### src/rtl/mpit_pkg.sv
package mpit_pkg;

  localparam logic [15:0] ADDR_RELOAD_LO = 16'h3E10;
  localparam logic [15:0] ADDR_RELOAD_HI = 16'h3E11;
  localparam logic [15:0] ADDR_STATUS    = 16'h3E12;
  localparam logic [15:0] ADDR_KICK      = 16'h3E13;

  typedef enum logic [1:0] {
    CAUSE_INIT = 2'd0,
    CAUSE_STOP = 2'd1,
    CAUSE_PLAY = 2'd2
  } cause_t;

  // Strobes decoded from one bus cycle, handed from control to datapath
  typedef struct packed {
    logic loadLo;   // write reload bits 7:0
    logic loadHi;   // write reload bits 15:8
    logic setRun;   // write to the status/enable address
    logic runVal;   // value written there is nonzero
    logic kick;     // watchdog shortcut write
    logic ackRead;  // status read, withdraws pending interrupt
  } busStrobe_t;

endpackage

### src/rtl/mpit_bus_ctrl.sv
module mpit_bus_ctrl
  import mpit_pkg::*;
#(
  parameter int          FLAGS_W    = 6,
  parameter logic [FLAGS_W-1:0] CHIP_FLAGS = '0
) (
  input  logic [15:0] addr,
  input  logic [7:0]  wrData,
  input  logic        wrEn,
  input  logic        rdEn,
  input  cause_t      causeCode,
  output busStrobe_t  strobe,
  output logic [7:0]  rdData
);

  localparam int PAD_W = 8 - FLAGS_W;

  logic hitLo, hitHi, hitStatus, hitKick;

  always_comb begin
    hitLo     = (addr == ADDR_RELOAD_LO);
    hitHi     = (addr == ADDR_RELOAD_HI);
    hitStatus = (addr == ADDR_STATUS);
    hitKick   = (addr == ADDR_KICK);
  end

  always_comb begin
    strobe         = '0;
    strobe.loadLo  = wrEn && hitLo;
    strobe.loadHi  = wrEn && hitHi;
    strobe.setRun  = wrEn && hitStatus;
    strobe.runVal  = |wrData;
    strobe.kick    = wrEn && hitKick;
    strobe.ackRead = rdEn && hitStatus;
  end

  always_comb begin
    rdData = 8'h00;
    if (rdEn) begin
      if (hitStatus)    rdData = {6'b0, causeCode};
      else if (hitKick) rdData = {{PAD_W{1'b0}}, CHIP_FLAGS};
    end
  end

endmodule

### src/rtl/mpit_timer_core.sv
module mpit_timer_core
  import mpit_pkg::*;
#(
  parameter int FRAME_CYCLES = 29780,
  parameter int WD_FRAMES    = 4
) (
  input  logic       clk,
  input  logic       rstN,
  input  busStrobe_t strobe,
  input  logic [7:0] wrData,
  input  logic       initReq,
  input  logic       stopReq,
  output cause_t     causeCode,
  output logic       irqPending,
  output logic       running,
  output logic       tickNow
);

  localparam int WD_CYCLES = WD_FRAMES * FRAME_CYCLES;
  localparam int WD_BITS   = $clog2(WD_CYCLES + 1);
  localparam int CNT_W     = (WD_BITS > 16) ? WD_BITS : 16;
  localparam logic [CNT_W-1:0] WD_START    = CNT_W'(WD_CYCLES - 1);
  localparam logic [CNT_W-1:0] FRAME_START = CNT_W'(FRAME_CYCLES - 1);

  logic [15:0]      reloadVal;
  logic [CNT_W-1:0] cnt;
  logic             stopWrite;

  // A tick is lost to a same-edge enable or kick write
  assign tickNow   = running && (cnt == '0) && !strobe.setRun && !strobe.kick;
  assign stopWrite = strobe.setRun && !strobe.runVal;

  always_ff @(posedge clk) begin
    if (!rstN) begin
      reloadVal <= '0;
    end else begin
      if (strobe.loadLo) reloadVal[7:0]  <= wrData;
      if (strobe.loadHi) reloadVal[15:8] <= wrData;
    end
  end

  always_ff @(posedge clk) begin
    if (!rstN) begin
      running <= 1'b0;
      cnt     <= '0;
    end else if (strobe.setRun) begin
      running <= strobe.runVal;
      cnt     <= WD_START;
    end else if (running) begin
      if (strobe.kick)  cnt <= FRAME_START;
      else if (tickNow) cnt <= CNT_W'(reloadVal);
      else              cnt <= cnt - 1'b1;
    end
  end

  always_ff @(posedge clk) begin
    if (!rstN) begin
      irqPending <= 1'b0;
      causeCode  <= CAUSE_INIT;
    end else if (initReq) begin
      irqPending <= 1'b1;
      causeCode  <= CAUSE_INIT;
    end else if (stopReq) begin
      irqPending <= 1'b1;
      causeCode  <= CAUSE_STOP;
    end else if (stopWrite) begin
      irqPending <= 1'b0;
    end else if (tickNow) begin
      irqPending <= 1'b1;
      causeCode  <= CAUSE_PLAY;
    end else if (strobe.ackRead) begin
      irqPending <= 1'b0;
    end
  end

endmodule

### src/rtl/mpit_top.sv
module mpit_top
  import mpit_pkg::*;
#(
  parameter int FRAME_CYCLES = 29780,
  parameter int FLAGS_W      = 6,
  parameter logic [FLAGS_W-1:0] CHIP_FLAGS = '0
) (
  input  logic        clk,
  input  logic        rstN,
  input  logic [15:0] addr,
  input  logic [7:0]  wrData,
  input  logic        wrEn,
  input  logic        rdEn,
  output logic [7:0]  rdData,
  input  logic        initReq,
  input  logic        stopReq,
  output logic        irqN
);

  busStrobe_t strobe;
  cause_t     causeCode;
  logic       irqPending;
  logic       running;
  logic       tickNow;

  mpit_bus_ctrl #(
    .FLAGS_W   (FLAGS_W),
    .CHIP_FLAGS(CHIP_FLAGS)
  ) uCtrl (
    .addr     (addr),
    .wrData   (wrData),
    .wrEn     (wrEn),
    .rdEn     (rdEn),
    .causeCode(causeCode),
    .strobe   (strobe),
    .rdData   (rdData)
  );

  mpit_timer_core #(
    .FRAME_CYCLES(FRAME_CYCLES)
  ) uCore (
    .clk       (clk),
    .rstN      (rstN),
    .strobe    (strobe),
    .wrData    (wrData),
    .initReq   (initReq),
    .stopReq   (stopReq),
    .causeCode (causeCode),
    .irqPending(irqPending),
    .running   (running),
    .tickNow   (tickNow)
  );

  assign irqN = !irqPending;

endmodule

### config.mk
export PLATFORM = sky130hd
export DESIGN_NAME = mpit_top
export DESIGN_NICKNAME = d
export VERILOG_FILES = /design/src/rtl/mpit_pkg.sv /design/src/rtl/mpit_bus_ctrl.sv /design/src/rtl/mpit_timer_core.sv /design/src/rtl/mpit_top.sv
export SDC_FILE = /design/constraint.sdc
export NUM_CORES = 1
export LEC_CHECK = 0
export ABC_AREA = 1
export CORE_ASPECT_RATIO = 1.5
export CORE_MARGIN = 2
export CORE_UTILIZATION = 30
export DETAILED_ROUTE_END_ITERATION = 8
export HOLD_SLACK_MARGIN = 0.1
export PLACE_DENSITY = 0.5
export SYNTH_ARGS = -nofsm -noshare
export SYNTH_HDL_FRONTEND = slang
export SYNTH_SLANG_ARGS = --single-unit
### constraint.sdc
create_clock -name clk -period 2.35 [get_ports clk]
set_clock_uncertainty 0.05 [all_clocks]
set_input_delay 0.3525 -clock clk [delete_from_list [all_inputs] [get_ports clk]]
set_output_delay 0.3525 -clock clk [all_outputs]
set_load 0.1 [all_outputs]
======== Yosys cells after proc, flatten, opt, wreduce, memory -nomap -nowiden ========
Index checks and enable logic that the tools add are counted.
storage, ports and cells
  flip-flop bits (word level) ............. 37
  input bits .............................. 30
  output and inout port bits .............. 9
  logic and storage cells ................. 53
operators by class
  $add $sub $neg .......................... 1
  equal/unequal tests ..................... 5
  mux-type cells .......................... 14
  bitwise operators ....................... 2
  reduce and logical (&&, ||, !) cells .... 23
operators by type and width
  operator                 number
  $mux W17                 4
  $eq A16 B14 Y1 const B   4
  $logic_not A17 Y1        1
  $sub A17 B1 Y17 const B  1
  $logic_and A1 B1 Y1      9
  $mux W1                  8
  $mux W8                  1
  $reduce_or A8 Y1         1
  $reduce_bool A5 Y1       1
  $logic_not A1 Y1         4
  $reduce_and A2 Y1        2
  $reduce_bool A2 Y1       2
  $reduce_or A2 Y1         2
  $reduce_or A3 Y1         1
  $mux W2                  1
  $ne A2 B2 Y1 const B     1
  $not A1 Y1               2

======== Longest topological paths before layout ========
Gate-level depths: netlist of run 1.
  depth after elaboration ................. 9
  mapped depth ............................ 11
  depth with buffers taken out ............ 11

======== Hierarchy ========
A second synthesis of run 1 with hierarchy kept.
second synthesis, totals
  cells, all modules ...................... 361
  area, all modules ....................... 2339.7 um^2
by module, submodules not included
  module           instances  cells an instance  area an instance (um^2)  sequential area each (um^2)
  mpit_timer_core  1          313                2087.0                   740.7
  mpit_bus_ctrl    1          47                 249.0                    0.0
  mpit_top         1          1                  3.8                      0.0

======== Worst setup path after synthesis of run 1 ========
No wires, ideal clock.
  kind .................................... input port to output port
  start point ............................. in addr[3]
  end point ............................... out rdData[0]
  data arrival time ....................... 2.080 ns
  data required time ...................... 1.947 ns
  path slack .............................. -0.133 ns
  cell stages on the path ................. 5
  path buffers ............................ 0
  cell sequence ........................... nor2_1 > nand2_1 > nor2_1 > nand4_1 > nor2_1
on the way
  longest elaborated chain between the ends .. 3
RTL lines
  item             line                 source
  start, declared  mpit_top.sv:10       input logic [15:0] addr,
  $eq A16 B14 Y1   mpit_bus_ctrl.sv:23  hitStatus = (addr == ADDR_STATUS);
  $mux W2          mpit_bus_ctrl.sv:40  if (hitStatus) rdData = {6'b0, causeCode};
  $mux W8          mpit_bus_ctrl.sv:39  if (rdEn) begin
  end, declared    mpit_top.sv:14       output logic [7:0] rdData,
No other way between the ends.

======== Worst setup path after layout of run 1 ========
  start point ............................. in addr[4]
  end point ............................... out rdData[0]
Same word-level chain as after synthesis.

==> flow_summary.yaml, run 1 <==
run_status:
  status: "finished, final reports clean"
layout:
  nFillCells: 800
  stdcell_area_um2: 2849
  seq_area_um2: 740.7
  final_nets: 405
  multi_input_area_um2: 1252
  final_util_pct: 39.68
  stdcell_count: 475
  antenna_cells: 0
  layout-drive-gt1-share_pct: 11.73
  syn2layout_area_growth_pct: 28.57
drt:
  routed_wl_um: 6379
  vias: 2159
  drc: 0
  ant_nets: 0
  viasPerCell: 4.545
  routedWlPerCell_um: 13.43
  first_pass_iters: 4
  drt_iter0_drc: 97
global_route:
  grt_pass1_wl_um: 10570
  overflow: 0
  grt_usage_pct: 17.62
  grt_max_degree: 25
  antenna_found_initial: 0
  grt_pass1_vias: 2121
placement:
  io_buffers: 32
  place.detailed.hpwl_um: 5276
  gp_congestion: 0.8154
  post-place-cells: 467
  placed_cell_area_um2: 2715
logic_synthesis:
  yosysMostFrequentCell: "nand2_1"
  synthTopCellsByCount: "nand2_1, inv_1, nor2_1, a21oi_1, dfxtp_1"
  ys_ff_latch: 37
  yosysTopAreaCell: "dfxtp_1"
  yosys_warnings: 0
  synth.area.top_cells: "dfxtp_1, nand2_1, a21oi_1"
  ys.flop_type: "dfxtp_1"
  synth.top_cell.area_share_pct: 33.43
  ys_seq_area_share_pct: 33.43
  ys_types: 35
  async_flop_share_pct: 0
  syn_area_per_cell_um2: 6.715
  synth-edff-count: 0
  synthCells: 330
  synth_area_um2: 2216
power:
  p_comb_share_pct: 10.2
  p_sw_share_pct: 23.04
  switchingPower_mw: 0.3313
  cellLeakagePower_nw: 1.225
  ir_drop_mv: 0.3020
  fin_total_pwr_mw: 1.438
  cellPowerDensity_nw_per_um2: 504.7
  power_frac_clock_pct: 46.0
  seqPwrFrac_pct: 43.8
  p_int_mw: 1.107
sta:
  hold_viol: 0
  timing.final.crit_share_pct: 94.34
  fmax_mhz: 451.0
  tns_ns: 0
  layout_min_cycle_time_ns: 2.217
  setup_viol: 0
  rsz0062_at_grt: "false"
  slew_viol_final: 0
clocking:
  postCtsResizedCells: 0
  clkTransAtPathRegs_ns: 0.07
  clock_latency_ns: 0.30
  cts_buffers: 5
  cts_max_path_buffers: 2
  post_cts_buffers: 0
  clock-root-buffer: "clkbuf_8"
  htreeDepth: 2
  numClockSinks: 37
  hold_buffers: 0
  cts_tree: "built"
setup_path:
  path_cells: "clkdlybuf4s50_1 > inv_1 > nor2_1 > nand2_1 > nor2_1 > nand4_1 > nor2_1 > buf_12"
  slowest_delay_ns: 0.45
  cp_data_required_time_ns: 1.95
  critPathLaunchType: "input port"
  crit_start: "addr[4]"
  worst-setup-path-type: "input port to output pin"
  worst_r2r_path_depth: 10
  crit_top_cell: "nor2_1"
  end_kind: "output pin"
  r2r_start: "uCore.cnt[0]$_SDFFE_PN0P_"
  cp_max_fo: 4
  slowest_stage: "clkdlybuf4s50_1"
  reg2reg_to: "uCore.cnt[13]$_SDFFE_PP0P_"
  rrSetupSlack_ns: 0.24
  cp.arrival_ns: 1.81
worst_hold_path:
  hold_end: "uCore.reloadVal[4]$_SDFFE_PN0P_"
  hold_start: "uCore.reloadVal[4]$_SDFFE_PN0P_"
  min_path_cells: 2
  hold_class: "flop to flop"
flow_run:
  cap_violations: 0
floorplan:
  ios: 39
  initial_core_util_pct: 30.86
  die_area_um2: 8104
  coreArea_um2: 7179
  die_w_um: 74.17
  die_h_um: 109.3
  rows: 38
## how the worst max path moves through the flow
stage	endpoint	slack (ns)
2_1_floorplan	rdData[0]	-0.13
3_3_place_gp	rdData[1]	0.11
3_5_place_dp	rdData[0]	0.12
4_1_cts	rdData[0]	0.12
5_1_grt	rdData[0]	0.008
6_report	rdData[0]	0.13
## cell type report
class | instances | share of cell area [%]
Inverter | 47 | 6.192
Timing Repair Buffer | 43 | 14.76
Sequential cell | 37 | 26.00
Clock buffer | 5 | 2.415
Multi-Input combinational cell | 240 | 43.96
Tap cell | 100 | 4.392
Clock inverter | 3 | 2.284
## metrics by stage
step | worst slack [ns] | hold WS [ns]
finish | 0.1329 | 0.3949
CTS | 0.1186 | 0.3980
detailed placement | 0.1188 | 0.3864
global route | 0.007786 | 0.4271
global placement | 0.1089 | 0.3849
floorplan | -0.1327 | 0.3705
## power by group through the flow
| stage | clock network [mW] | logic [mW] | registers (mW) |
|---|---|---|---|
| 2_1_floorplan | 0 | 0.0861 | 0.644 |
| 6_report | 0.662 | 0.147 | 0.629 |
| 4_1_cts | 0.678 | 0.148 | 0.629 |
| 5_1_grt | 0.701 | 0.159 | 0.629 |
| 3_5_place_dp | 0 | 0.148 | 0.644 |
| 3_3_place_gp | 0 | 0.148 | 0.644 |
## sequential cells by signal (all words and copies together) (netlist names)
register,cells
uCore.causeCode,2
uCore.reloadVal,16
uCore.irqPending,1
uCore.running,1
uCore.cnt,17
## kinds of logic (layout without fill, tap and decap cells)
family / count (synthesis) / in the layout / synth area share (%)
AO/OA/AOI/OAI: 73 / 73 / 17.22
XOR/XNOR: 10 / 10 / 3.952
adder cells (fa/ha/maj): 1 / 1 / 0.5646
buffers and inverters: 58 / 98 / 10.90
flip-flops: 37 / 37 / 33.43
other: 1 / 6 / 0.1692
AND/OR/NAND/NOR: 150 / 150 / 33.77
## metal layers
layer | part of all wire [%] | wire length, um | GRT usage (%)
met5 | 0 | 0 | 0
met4 | 2.1 | 136 | 6.753
met3 | 2.4 | 153 | 2.495
met2 | 56 | 3590 | 33.86
met1 | 39 | 2499 | 18.64
## cell usage in the layout, fill, tap and decap left out, drive strengths merged, types with 3 or more instances in the layout
master and count:
nor2 45, nor3 3, o21ai 31, nand4 5, dfxtp 37, nand3 24, a21oi 38, or2 3
conb 6, buf 14, clkdlybuf4s50 29, nand2 67, xor2 6, xnor2 4, inv 46, clkbuf 5
## critical path, delay by kind of cell
| kind | cells | cell delay [ns] |
|---|---|---|
| buffers and inverters | 3 | 0.69 |
| AND/OR/NAND/NOR | 5 | 0.76 |
(Power assumes the default switching activity.)
==> inputs of run 2 (changes only) <==
Settings changed: CORE_UTILIZATION 30 to 53, CTS_CLUSTER_SIZE set to 8, PLACE_DENSITY 0.5 to 0.8.
==> flow_summary.yaml, run 2 (same netlist as run 1, synthesis figures left out) <==
sta:
  timing.final.crit_share_pct: 92.21
  hold_viol: 0
  slew_viol_final: 0
  setup_viol: 0
  tns_ns: 0
  rsz0062_at_grt: "false"
  layout_min_cycle_time_ns: 2.167
  fmax_mhz: 461.5
setup_path:
  end_kind: "output pin"
  cp_max_fo: 4
  worst-setup-path-type: "input port to output pin"
  cp.arrival_ns: 1.76
  cp_data_required_time_ns: 1.95
  crit_top_cell: "nor2_1"
  slowest_delay_ns: 0.45
  critPathLaunchType: "input port"
  path_cells: "clkdlybuf4s50_1 > inv_1 > nor2_1 > nand2_1 > nor2_1 > nand4_1 > nor2_1 > buf_12"
  slowest_stage: "clkdlybuf4s50_1"
floorplan:
  initial_core_util_pct: 55.48
  ios: 39
  die_area_um2: 4725
  die_w_um: 56.80
  coreArea_um2: 3994
  rows: 28
  die_h_um: 83.19
clocking:
  cts_tree: "built"
  hold_buffers: 0
  numClockSinks: 37
  post_cts_buffers: 0
  cts_max_path_buffers: 2
  clock-root-buffer: "clkbuf_8"
  postCtsResizedCells: 0
  clkTransAtPathRegs_ns: 0.07
  cts_buffers: 5
  htreeDepth: 2
  clock_latency_ns: 0.29
power:
  cellLeakagePower_nw: 1.160
  ir_drop_mv: 0.4100
  cellPowerDensity_nw_per_um2: 450.9
  fin_total_pwr_mw: 1.205
drt:
  ant_nets: 0
  routedWlPerCell_um: 12.17
  drt_iter0_drc: 70
  vias: 2174
  drc: 0
  first_pass_iters: 4
  routed_wl_um: 5013
  viasPerCell: 5.277
layout:
  largest_reg_flops: 17
  layout-drive-gt1-share_pct: 9.809
  antenna_cells: 0
  seq_area_um2: 740.7
  layout_common_cells: "nand2_1, inv_1, nor2_1"
  final_nets: 397
  final_common_cell: "nand2_1"
  syn2layout_area_growth_pct: 20.61
  reg.largest.list: "uCore.cnt (17), uCore.reloadVal (16), uCore.causeCode (2)"
  final_util_pct: 66.92
  largest-register: "uCore.cnt"
  nFillCells: 380
  multi_input_area_um2: 1252
global_route:
  antenna_found_initial: 0
  overflow: 0
  grt_usage_pct: 22.32
  grt_pass1_vias: 2009
  grt_max_degree: 27
  grt_pass1_wl_um: 8542
run_status:
  status: "finished, final reports clean"
flow_run:
  cap_violations: 0
placement:
  gp_congestion: 0.9247
  place.detailed.hpwl_um: 4022
  io_buffers: 32
worst_hold_path:
  hold_class: "flop to flop"
run 2: changes by cell type in the layout (fill, tap and decap cells not counted):
cell / before / now
clkinvlp_4: 0 / 1
bufinv_16: 2 / 0
buf_4: 12 / 4
clkinv_2: 1 / 2
run 2: worst paths after layout:
path	slack [ns]	to	cells after the start	start
worst min register to register	0.40	uCore.reloadVal[4]$_SDFFE_PN0P_	2	uCore.reloadVal[4]$_SDFFE_PN0P_
worst min-delay path	0.40	uCore.reloadVal[4]$_SDFFE_PN0P_	2	uCore.reloadVal[4]$_SDFFE_PN0P_
worst max register to register	0.39	uCore.cnt[12]$_SDFFE_PN0P_	11	uCore.cnt[0]$_SDFFE_PN0P_
worst max-delay path	0.18	rdData[1]	8	addr[4]
run 2: per-stage QoR:
step	setup WS [ns]	cell area (um^2)	hold slack, ns	std cells
6_report	0.1831	2673	0.3990	412
2_1_floorplan	-0.1327	2235	0.3705	335
3_3_place_gp	0.1858	2586	0.3834	404
3_5_place_dp	0.1736	2586	0.3910	404
5_1_grt	0.03217	2673	0.4223	412
4_1_cts	0.1682	2673	0.4027	412
run 2: power by group:
| part | internal (mW) | total [mW] | leakage (nW) | switching (mW) |
|---|---|---|---|---|
| logic | 0.0554 | 0.142 | 0.818 | 0.0866 |
| registers | 0.628 | 0.629 | 0.298 | 0.000969 |
| clock network | 0.205 | 0.434 | 0.0439 | 0.229 |
run 2: cell type report:
cell class / count / share of cell area (%)
inverter: 47 / 6.601
clock buffer: 5 / 2.575
multi-input combinational: 240 / 46.86
clock inverter: 3 / 0.6554
timing repair buffer: 35 / 13.48
sequential: 37 / 27.72
tap: 45 / 2.107
run 2: critical path, delay by kind of cell:
family / cells / cell delay (ns)
and+or+nand+nor: 5 / 0.72
buffers and inverters: 3 / 0.68
run 2: metal layers:
metal / up-vias / share of wire, % / GRT usage, %
li1: 1125 / - / -
met1: 967 / 41 / 25.00
met2: 66 / 51 / 40.38
met3: 16 / 4.4 / 3.427
met4: 0 / 3.7 / 9.937
met5: - / 0 / 0
==> inputs of run 3 (changes only) <==
Settings changed: CORE_UTILIZATION 53 to 57, PLACE_DENSITY 0.8 to 0.85.
Clock period 2.35 ns to 2.56 ns, I/O delays scaled along.
==> flow_summary.yaml, run 3 (same netlist as run 1, synthesis figures left out) <==
floorplan:
  die_w_um: 54.91
  coreArea_um2: 3716
  die_h_um: 80.36
  ios: 39
  rows: 27
  initial_core_util_pct: 59.63
  die_area_um2: 4413
setup_path:
  slowest_delay_ns: 0.42
  crit_top_cell: "nor2_1"
  path_cells: "clkdlybuf4s50_1 > nor2_1 > nand2_1 > nor2_1 > nand4_1 > nor2_1 > buf_12"
  cp_max_fo: 3
  slowest_stage: "clkdlybuf4s50_1"
  crit_family: "simple AND/OR/NAND/NOR gates"
  end_kind: "output pin"
  cp_data_required_time_ns: 2.13
  worst-setup-path-type: "input port to output pin"
  rrSetupSlack_ns: 0.60
  crit_buf_inv: 2
  cp.arrival_ns: 1.78
  critPathLaunchType: "input port"
layout:
  reg.largest.list: "uCore.cnt (17), uCore.reloadVal (16), uCore.causeCode (2)"
  final_util_pct: 72.12
  final_common_cell: "nand2_1"
  nFillCells: 310
  layout-drive-gt1-share_pct: 9.809
  layout_common_cells: "nand2_1, inv_1, nor2_1"
  largest-register: "uCore.cnt"
  antenna_cells: 0
  syn2layout_area_growth_pct: 20.95
  largest_reg_flops: 17
  final_nets: 397
clocking:
  clock-root-buffer: "clkbuf_8"
  cts_tree: "built"
  clkTransAtPathRegs_ns: 0.07
  clock_latency_ns: 0.30
  hold_buffers: 0
  post_cts_buffers: 0
  cts_max_path_buffers: 2
  htreeDepth: 2
  numClockSinks: 37
  postCtsResizedCells: 0
  cts_buffers: 5
sta:
  rsz0062_at_grt: "false"
  slew_viol_final: 0
  tns_ns: 0
  setup_viol: 0
  fmax_mhz: 452.6
  hold_viol: 0
  layout_min_cycle_time_ns: 2.209
  timing.final.crit_share_pct: 86.30
drt:
  ant_nets: 0
  routedWlPerCell_um: 12.60
  viasPerCell: 5.251
  drc: 0
  drt_iter0_drc: 83
  routed_wl_um: 5166
  vias: 2153
  first_pass_iters: 4
power:
  p_int_mw: 0.8461
  p_comb_share_pct: 11.4
  p_sw_share_pct: 26.36
  power_frac_clock_pct: 38.3
  cellPowerDensity_nw_per_um2: 428.7
  switchingPower_mw: 0.3029
  seqPwrFrac_pct: 50.3
  ir_drop_mv: 0.4819
  cellLeakagePower_nw: 1.167
global_route:
  grt_pass1_vias: 1996
  grt_max_degree: 23
  overflow: 0
  grt_usage_pct: 25.78
  grt_pass1_wl_um: 8431
  antenna_found_initial: 0
placement:
  io_buffers: 32
  place.detailed.hpwl_um: 3999
  gp_congestion: 0.9783
run_status:
  status: "finished, final reports clean"
flow_run:
  cap_violations: 0
worst_hold_path:
  hold_class: "flop to flop"
## run 3: changes by cell type in the layout (fill, tap and decap cells not counted), sizes merged
| cell | before | now |
|---|---|---|
| clkinvlp | 1 | 0 |
| clkbuf | 5 | 6 |
## run 3: layout make-up
cell class | count | area (um^2) | area share (%)
multi-input combinational | 240 | 1252 | 46.73
sequential | 37 | 740.7 | 27.64
timing repair buffer | 35 | 360.3 | 13.45
inverter | 47 | 176.4 | 6.583
clock buffer | 6 | 82.58 | 3.081
tap | 43 | 53.80 | 2.007
clock inverter | 2 | 13.76 | 0.5135
## run 3: tightest hold or removal path, stage by stage (launching register included)
cell	delay [ns]
dfxtp_1	0.31
inv_1	0.04
a21oi_1	0.05
## run 3: final timing paths
check	to	cells past startpoint	from
max reg2reg	uCore.cnt[14]$_SDFFE_PN0P_	11	uCore.cnt[0]$_SDFFE_PN0P_
min	uCore.reloadVal[0]$_SDFFE_PN0P_	2	uCore.reloadVal[0]$_SDFFE_PN0P_
max	rdData[0]	7	addr[3]
min reg2reg	uCore.reloadVal[0]$_SDFFE_PN0P_	2	uCore.reloadVal[0]$_SDFFE_PN0P_
## run 3: through the flow
| stage | std cells | instance area (um^2) | power, mW | hold slack (ns) | setup WS [ns] |
|---|---|---|---|---|---|
| after floorplan | 335 | 2235 | 0.6701 | 0.3705 | 0.01427 |
| after global placement | 402 | 2584 | 0.7213 | 0.3812 | 0.3515 |
| after detailed placement | 402 | 2584 | 0.7226 | 0.3849 | 0.3326 |
| after CTS | 410 | 2680 | 1.149 | 0.3966 | 0.3206 |
| after global routing | 410 | 2680 | 1.176 | 0.4106 | 0.2357 |
| final | 410 | 2680 | 1.149 | 0.3955 | 0.3508 |
## run 3: metal layers
layer  track usage (%)  up-vias  wire length (um)
met5                 0        -                 0
met4             7.805        0               110
met3             4.089       10               187
met2             46.55       55              2700
met1             29.64      963              2167
li1                  -     1125                 -
## run 3: power by group through the flow
stage / sequential (mW) / combinational [mW] / clock, mW
2_1_floorplan: 0.591 / 0.0790 / 0
3_3_place_gp: 0.591 / 0.130 / 0
3_5_place_dp: 0.591 / 0.131 / 0
4_1_cts: 0.578 / 0.131 / 0.439
5_1_grt: 0.578 / 0.141 / 0.457
6_report: 0.578 / 0.131 / 0.440
